==> src/rtl/adc_rd_pkg.sv <==
package adc_rd_pkg;
    timeunit 1ns;
    timeprecision 1ps;

    localparam int FRAME_BITS = 16;
    localparam int LEAD_BITS  = 4;
    localparam int RES_BITS   = FRAME_BITS - LEAD_BITS;
    localparam int EDGE_W     = $clog2(FRAME_BITS + 1);

    typedef enum logic [2:0] {
        ST_IDLE,
        ST_SETUP,
        ST_LOW,
        ST_HIGH,
        ST_GAP
    } rd_state_e;

    typedef struct packed {
        logic [RES_BITS-1:0] value;
        logic                frame_err;
    } rd_result_t;

    // Last count value of a phase lasting max(cyc,1) cycles.
    function automatic int unsigned phase_last(input int unsigned cyc);
        return (cyc == 0) ? 0 : cyc - 1;
    endfunction

    function automatic int wmax(input int a, input int b);
        return (a > b) ? a : b;
    endfunction
endpackage

==> src/rtl/adc_rd_timer.sv <==
module adc_rd_timer #(
    parameter int W = 10
) (
    input  logic         clk,
    input  logic         rst,
    input  logic         load,
    input  logic [W-1:0] load_val,
    output logic         expired
);
    timeunit 1ns;
    timeprecision 1ps;

    logic [W-1:0] cnt_q;

    always_ff @(posedge clk) begin
        if (rst)
            cnt_q <= '0;
        else if (load)
            cnt_q <= load_val;
        else if (cnt_q != '0)
            cnt_q <= cnt_q - 1'b1;
    end

    assign expired = (cnt_q == '0);
endmodule

==> src/rtl/adc_rd_shift.sv <==
module adc_rd_shift #(
    parameter int N = 16
) (
    input  logic         clk,
    input  logic         rst,
    input  logic         clear,
    input  logic         shift_en,
    input  logic         din,
    output logic [N-1:0] word_next
);
    timeunit 1ns;
    timeprecision 1ps;

    logic [N-1:0] sh_q;

    always_comb begin
        if (clear)
            word_next = '0;
        else if (shift_en)
            word_next = {sh_q[N-2:0], din};
        else
            word_next = sh_q;
    end

    always_ff @(posedge clk) begin
        if (rst)
            sh_q <= '0;
        else
            sh_q <= word_next;
    end
endmodule

==> src/rtl/adc_rd_request.sv <==
module adc_rd_request (
    input  logic clk,
    input  logic rst,
    input  logic start,
    input  logic cont,
    input  logic idle,
    output logic req
);
    timeunit 1ns;
    timeprecision 1ps;

    logic pend_q;

    always_ff @(posedge clk) begin
        if (rst)
            pend_q <= 1'b0;
        else if (idle)
            pend_q <= 1'b0;
        else if (start)
            pend_q <= 1'b1;
    end

    assign req = start | cont | pend_q;
endmodule

==> src/rtl/adc_frame_reader.sv <==
module adc_frame_reader
    import adc_rd_pkg::*;
#(
    parameter int HALF_W  = 8,
    parameter int SETUP_W = 8,
    parameter int GAP_W   = 10
) (
    input  logic                clk,
    input  logic                rst,
    input  logic                start_i,
    input  logic                cont_i,
    input  logic                rise_mode_i,
    input  logic [HALF_W-1:0]   half_cyc_i,
    input  logic [SETUP_W-1:0]  setup_cyc_i,
    input  logic [GAP_W-1:0]    gap_cyc_i,
    input  logic                sdata_i,
    output logic                cs_n_o,
    output logic                sclk_o,
    output logic                busy_o,
    output logic                done_o,
    output logic [RES_BITS-1:0] result_o,
    output logic                frame_err_o
);
    timeunit 1ns;
    timeprecision 1ps;

    localparam int TMR_W = wmax(wmax(HALF_W, SETUP_W), GAP_W);
    localparam logic [EDGE_W-1:0] LAST_EDGE = EDGE_W'(FRAME_BITS);

    rd_state_e        st_q, st_n;
    logic [EDGE_W-1:0] fcnt_q, fcnt_n;
    rd_result_t       res_q;
    logic             done_q;

    logic             req, t_exp, t_load, sh_en, sh_clr, fin;
    logic [TMR_W-1:0] t_val, half_ld, setup_ld, gap_ld;
    logic [FRAME_BITS-1:0] word_next;

    assign half_ld  = TMR_W'(phase_last(32'(half_cyc_i)));
    assign setup_ld = TMR_W'(phase_last(32'(setup_cyc_i)));
    assign gap_ld   = TMR_W'(phase_last(32'(gap_cyc_i)));

    adc_rd_request req_i (
        .clk   (clk),
        .rst   (rst),
        .start (start_i),
        .cont  (cont_i),
        .idle  (st_q == ST_IDLE),
        .req   (req)
    );

    adc_rd_timer #(.W(TMR_W)) tmr_i (
        .clk      (clk),
        .rst      (rst),
        .load     (t_load),
        .load_val (t_val),
        .expired  (t_exp)
    );

    adc_rd_shift #(.N(FRAME_BITS)) shf_i (
        .clk       (clk),
        .rst       (rst),
        .clear     (sh_clr),
        .shift_en  (sh_en),
        .din       (sdata_i),
        .word_next (word_next)
    );

    always_comb begin
        st_n   = st_q;
        fcnt_n = fcnt_q;
        t_load = 1'b0;
        t_val  = '0;
        sh_en  = 1'b0;
        sh_clr = 1'b0;
        fin    = 1'b0;
        case (st_q)
            ST_IDLE: begin
                if (req) begin
                    st_n   = ST_SETUP;
                    t_load = 1'b1;
                    t_val  = setup_ld;
                    sh_clr = 1'b1;
                    fcnt_n = '0;
                end
            end
            ST_SETUP: begin
                if (t_exp) begin
                    st_n   = ST_LOW;
                    t_load = 1'b1;
                    t_val  = half_ld;
                    fcnt_n = EDGE_W'(1);
                    sh_en  = !rise_mode_i;
                end
            end
            ST_LOW: begin
                if (t_exp) begin
                    t_load = 1'b1;
                    if (fcnt_q == LAST_EDGE) begin
                        st_n  = ST_GAP;
                        t_val = gap_ld;
                    end else begin
                        st_n  = ST_HIGH;
                        t_val = half_ld;
                        sh_en = rise_mode_i;
                    end
                end
            end
            ST_HIGH: begin
                if (t_exp) begin
                    st_n   = ST_LOW;
                    t_load = 1'b1;
                    t_val  = half_ld;
                    fcnt_n = fcnt_q + 1'b1;
                    sh_en  = !rise_mode_i;
                    fin    = (fcnt_n == LAST_EDGE);
                end
            end
            ST_GAP: begin
                if (t_exp)
                    st_n = ST_IDLE;
            end
            default: st_n = ST_IDLE;
        endcase
    end

    always_ff @(posedge clk) begin
        if (rst) begin
            st_q   <= ST_IDLE;
            fcnt_q <= '0;
            res_q  <= '0;
            done_q <= 1'b0;
        end else begin
            st_q   <= st_n;
            fcnt_q <= fcnt_n;
            done_q <= fin;
            if (fin) begin
                res_q.value     <= word_next[RES_BITS-1:0];
                res_q.frame_err <= |word_next[FRAME_BITS-1:RES_BITS];
            end
        end
    end

    assign cs_n_o      = (st_q == ST_IDLE) || (st_q == ST_GAP);
    assign sclk_o      = (st_q != ST_LOW);
    assign busy_o      = (st_q != ST_IDLE);
    assign done_o      = done_q;
    assign result_o    = res_q.value;
    assign frame_err_o = res_q.frame_err;
endmodule

==> config.mk <==
export PLATFORM = sky130hd
export DESIGN_NAME = adc_frame_reader
export DESIGN_NICKNAME = d
export VERILOG_FILES = /design/src/rtl/adc_rd_pkg.sv /design/src/rtl/adc_rd_timer.sv /design/src/rtl/adc_rd_shift.sv /design/src/rtl/adc_rd_request.sv /design/src/rtl/adc_frame_reader.sv
export SDC_FILE = /design/constraint.sdc
export NUM_CORES = 1
export LEC_CHECK = 0
export CAP_MARGIN = 20
export CORE_UTILIZATION = 43
export DETAILED_ROUTE_END_ITERATION = 12
export PLACE_DENSITY = 0.65
export SLEW_MARGIN = 20
export SYNTH_ARGS = -nofsm -noshare
export SYNTH_HDL_FRONTEND = slang
export SYNTH_SLANG_ARGS = --single-unit
==> constraint.sdc <==
create_clock -name clk -period 4.2 [get_ports clk]
set_clock_uncertainty 0.1 [all_clocks]
set_input_delay 0.84 -clock clk [delete_from_list [all_inputs] [get_ports clk]]
set_output_delay 0.84 -clock clk [all_outputs]
set_load 0.01 [all_outputs]
==> run summary <==
Rel. slew slack - 45.4%
largest cells by area after synthesis - dfxtp_1, nor2_1, mux2i_1
Die X - 83.4 um
core area - 0.00639 mm2
Max Cap Viol - 0
Tmin final - 3.04 ns
IO Pins - 49
grt ovf - 0
Post-Route WL - 6410 um
#FFs+latches synth - 49
global-route wire length before repair - 11200 um
layout cells sized above 1 - 6.99%
Finish-stage setup viols - 0
Vias/cell - 5.60
Synth Flop Type - dfxtp_1
Arr. time, crit path - 3.13 ns
Initial Util - 44.7%
Worst VDD drop - 0.255 mV
Yosys top cell area share - 34.4%
EDFF count, synth - 0
Async SR Flop Fraction - 0%
gr usage total - 19.6%
P per Cell Area - 465 mW/mm2
Setup crit end - result_o[11]
Crit. Startpoint - tmr_i.cnt_q[0]
Tcrit/Tclk final - 72.5%
Seq/Total Area, Yosys - 34.4%
WL/cell - 13.8 um
Die H - 83.4 um
min-delay worst type - flop to flop
Core Rows - 29
R2R Setup Slk - 1.16 ns
vias in the first global route - 2498
largest net degree at the start of global routing - 36
H-tree levels - 2
Crit Path Max Fanout - 15
Max Freq - 329 MHz
commonest cells after routing, fill and taps aside - dfxtp_1, clkdlybuf4s50_1, nor2_1
post-DP HPWL - 4700 um
Max Slew Vio Count - 0
Worst Reg-to-Reg Cells - 7
critical path capture point type - flop
Num CTS Buffers - 5
CTS tree - done
Final Hold Viols - 0
Yosys cell types - 57
I/O Buffers - 48
syn_nets - 379
Total Nets Final - 425
Clock Tree Root - clkbuf_8
Iteration-0 DRC Markers - 87
r2r startpoint - tmr_i.cnt_q[0]
clk_lat worst skew - 0.31 ns
startpoint types - flop
leakage power - 0.00118 uW
Syn Inst Count - 339
CTS resizes - 0
Mapped Area - 0.00285 mm2
worst path required time - 4.29 ns
area grow syn2layout - 22.7%
synth warn - 0
RSZ-0062 raised after global routing - false
Die ar. - 0.00696 mm2
Setup TNS - 0 ns
syn avg cell area - 8.41 um2
post-route ant nets - 0
setup bufs post-CTS - 0
Remaining DRCs - 0
Worst Max-Slew Pin Slew - 0.816 ns
Antenna diodes - 0
Pre-Repair DR Iteration Count - 4
clk sinks - 49
status - finished clean
most common cell after layout, fill and taps aside - dfxtp_1
WHS - 0.400 ns
worst reg2reg endpoint - result_o[11]
hold buffer count at CTS - 0
clock-pin slew on the worst setup and hold paths - 0.09 ns
total number of vias - 2595
initial antenna violation count - 0
CTS Buffer Depth - 2
critical path class - flop to flop
GP Congestion - 0.852
dominant cell type by area after synthesis - dfxtp_1
HP Start - shf_i.sh_q[15]
==> through the flow <==
| step | instance area [um2] | std cells | utilization (%) | worst slack (ns) | total power [uW] |
|---|---|---|---|---|---|
| 2_1_floorplan | 2850 | 339 | - | 1.37 | 1120 |
| 6_report | 3500 | 463 | 54.8 | 1.16 | 1630 |
| 5_1_grt | 3500 | 463 | 54.8 | 0.938 | 1750 |
| 3_3_place_gp | 3400 | 455 | 53.3 | 1.08 | 1330 |
| 4_1_cts | 3500 | 463 | 54.8 | 1.13 | 1640 |
| 3_5_place_dp | 3400 | 455 | 53.3 | 1.04 | 1330 |
==> cell families (layout without fill, tap and decap cells) <==
logic type | Yosys count | count (layout) | share of synthesized area [%]
buf+inv | 29 | 76 | 4.30
simple gates | 136 | 136 | 25.5
mux | 16 | 16 | 5.66
fa+ha+maj | 8 | 8 | 3.51
flops | 49 | 49 | 34.4
compound gates | 84 | 84 | 21.4
xor+xnor | 17 | 17 | 5.22
==> routing by layer <==
metal / share of wire [%] / GRT usage, %
met1: 49 / 26.0
met2: 46 / 32.0
met3: 2.9 / 3.48
met4: 1.5 / 7.09
met5: 0 / 0
==> report_power, final <==
| part | leakage (uW) | internal [uW] | switching, uW |
|---|---|---|---|
| sequential | 0.000397 | 519 | 68.3 |
| combinational | 0.000737 | 315 | 427 |
| clock | 0.0000423 | 121 | 177 |
| total | 0.00118 | 956 | 672 |
==> synthesized netlist by cell type, drive strengths merged, types with 8 or more instances <==
library cell and count:
a211oi 18, nor2 44, xnor2 8, ha 8, nand2 25, or4 10
dfxtp 49, inv 14, a21oi 22, clkbuf 10, mux2i 15, xor2 9
nor3 18
==> critical path, cell delays in order, from the launching register on <==
cell and delay [ns]:
dfxtp_1 0.33, inv_1 0.08, ha_1 0.20, or4b_1 0.60, or3_4 0.49, nor3_4 0.66, mux2i_1 0.34, a211oi_1 0.11
==> cell type report <==
| class | instances | area [um2] |
|---|---|---|
| Timing Repair Buffer | 54 | 526 |
| Sequential cell | 49 | 981 |
| Inverter | 14 | 52.6 |
| Multi-Input combinational cell | 261 | 1750 |
| Clock inverter | 3 | 26.3 |
| Clock buffer | 5 | 68.8 |
| Tap cell | 77 | 96.3 |
| Fill cell | 637 | 2890 |
==> worst min path at each step <==
| stage | endpoint | slack [ns] | cells after the start |
|---|---|---|---|
| 2_1_floorplan | shf_i.sh_q[12] | 0.36 | 2 |
| 3_3_place_gp | shf_i.sh_q[15] | 0.38 | 2 |
| 3_5_place_dp | shf_i.sh_q[15] | 0.39 | 2 |
| 4_1_cts | shf_i.sh_q[15] | 0.40 | 2 |
| 5_1_grt | result_o[0] | 0.43 | 2 |
| 6_report | shf_i.sh_q[15] | 0.40 | 2 |
==> flip-flops by register name, summed over array words and instances (netlist names) <==
name,flops
shf_i.sh_q,16
frame_err_o,1
done_o,1
st_q,3
fcnt_q,5
result_o,12
tmr_i.cnt_q,10
req_i.pend_q,1
No activity file was read; power rests on OpenSTA's default activity.
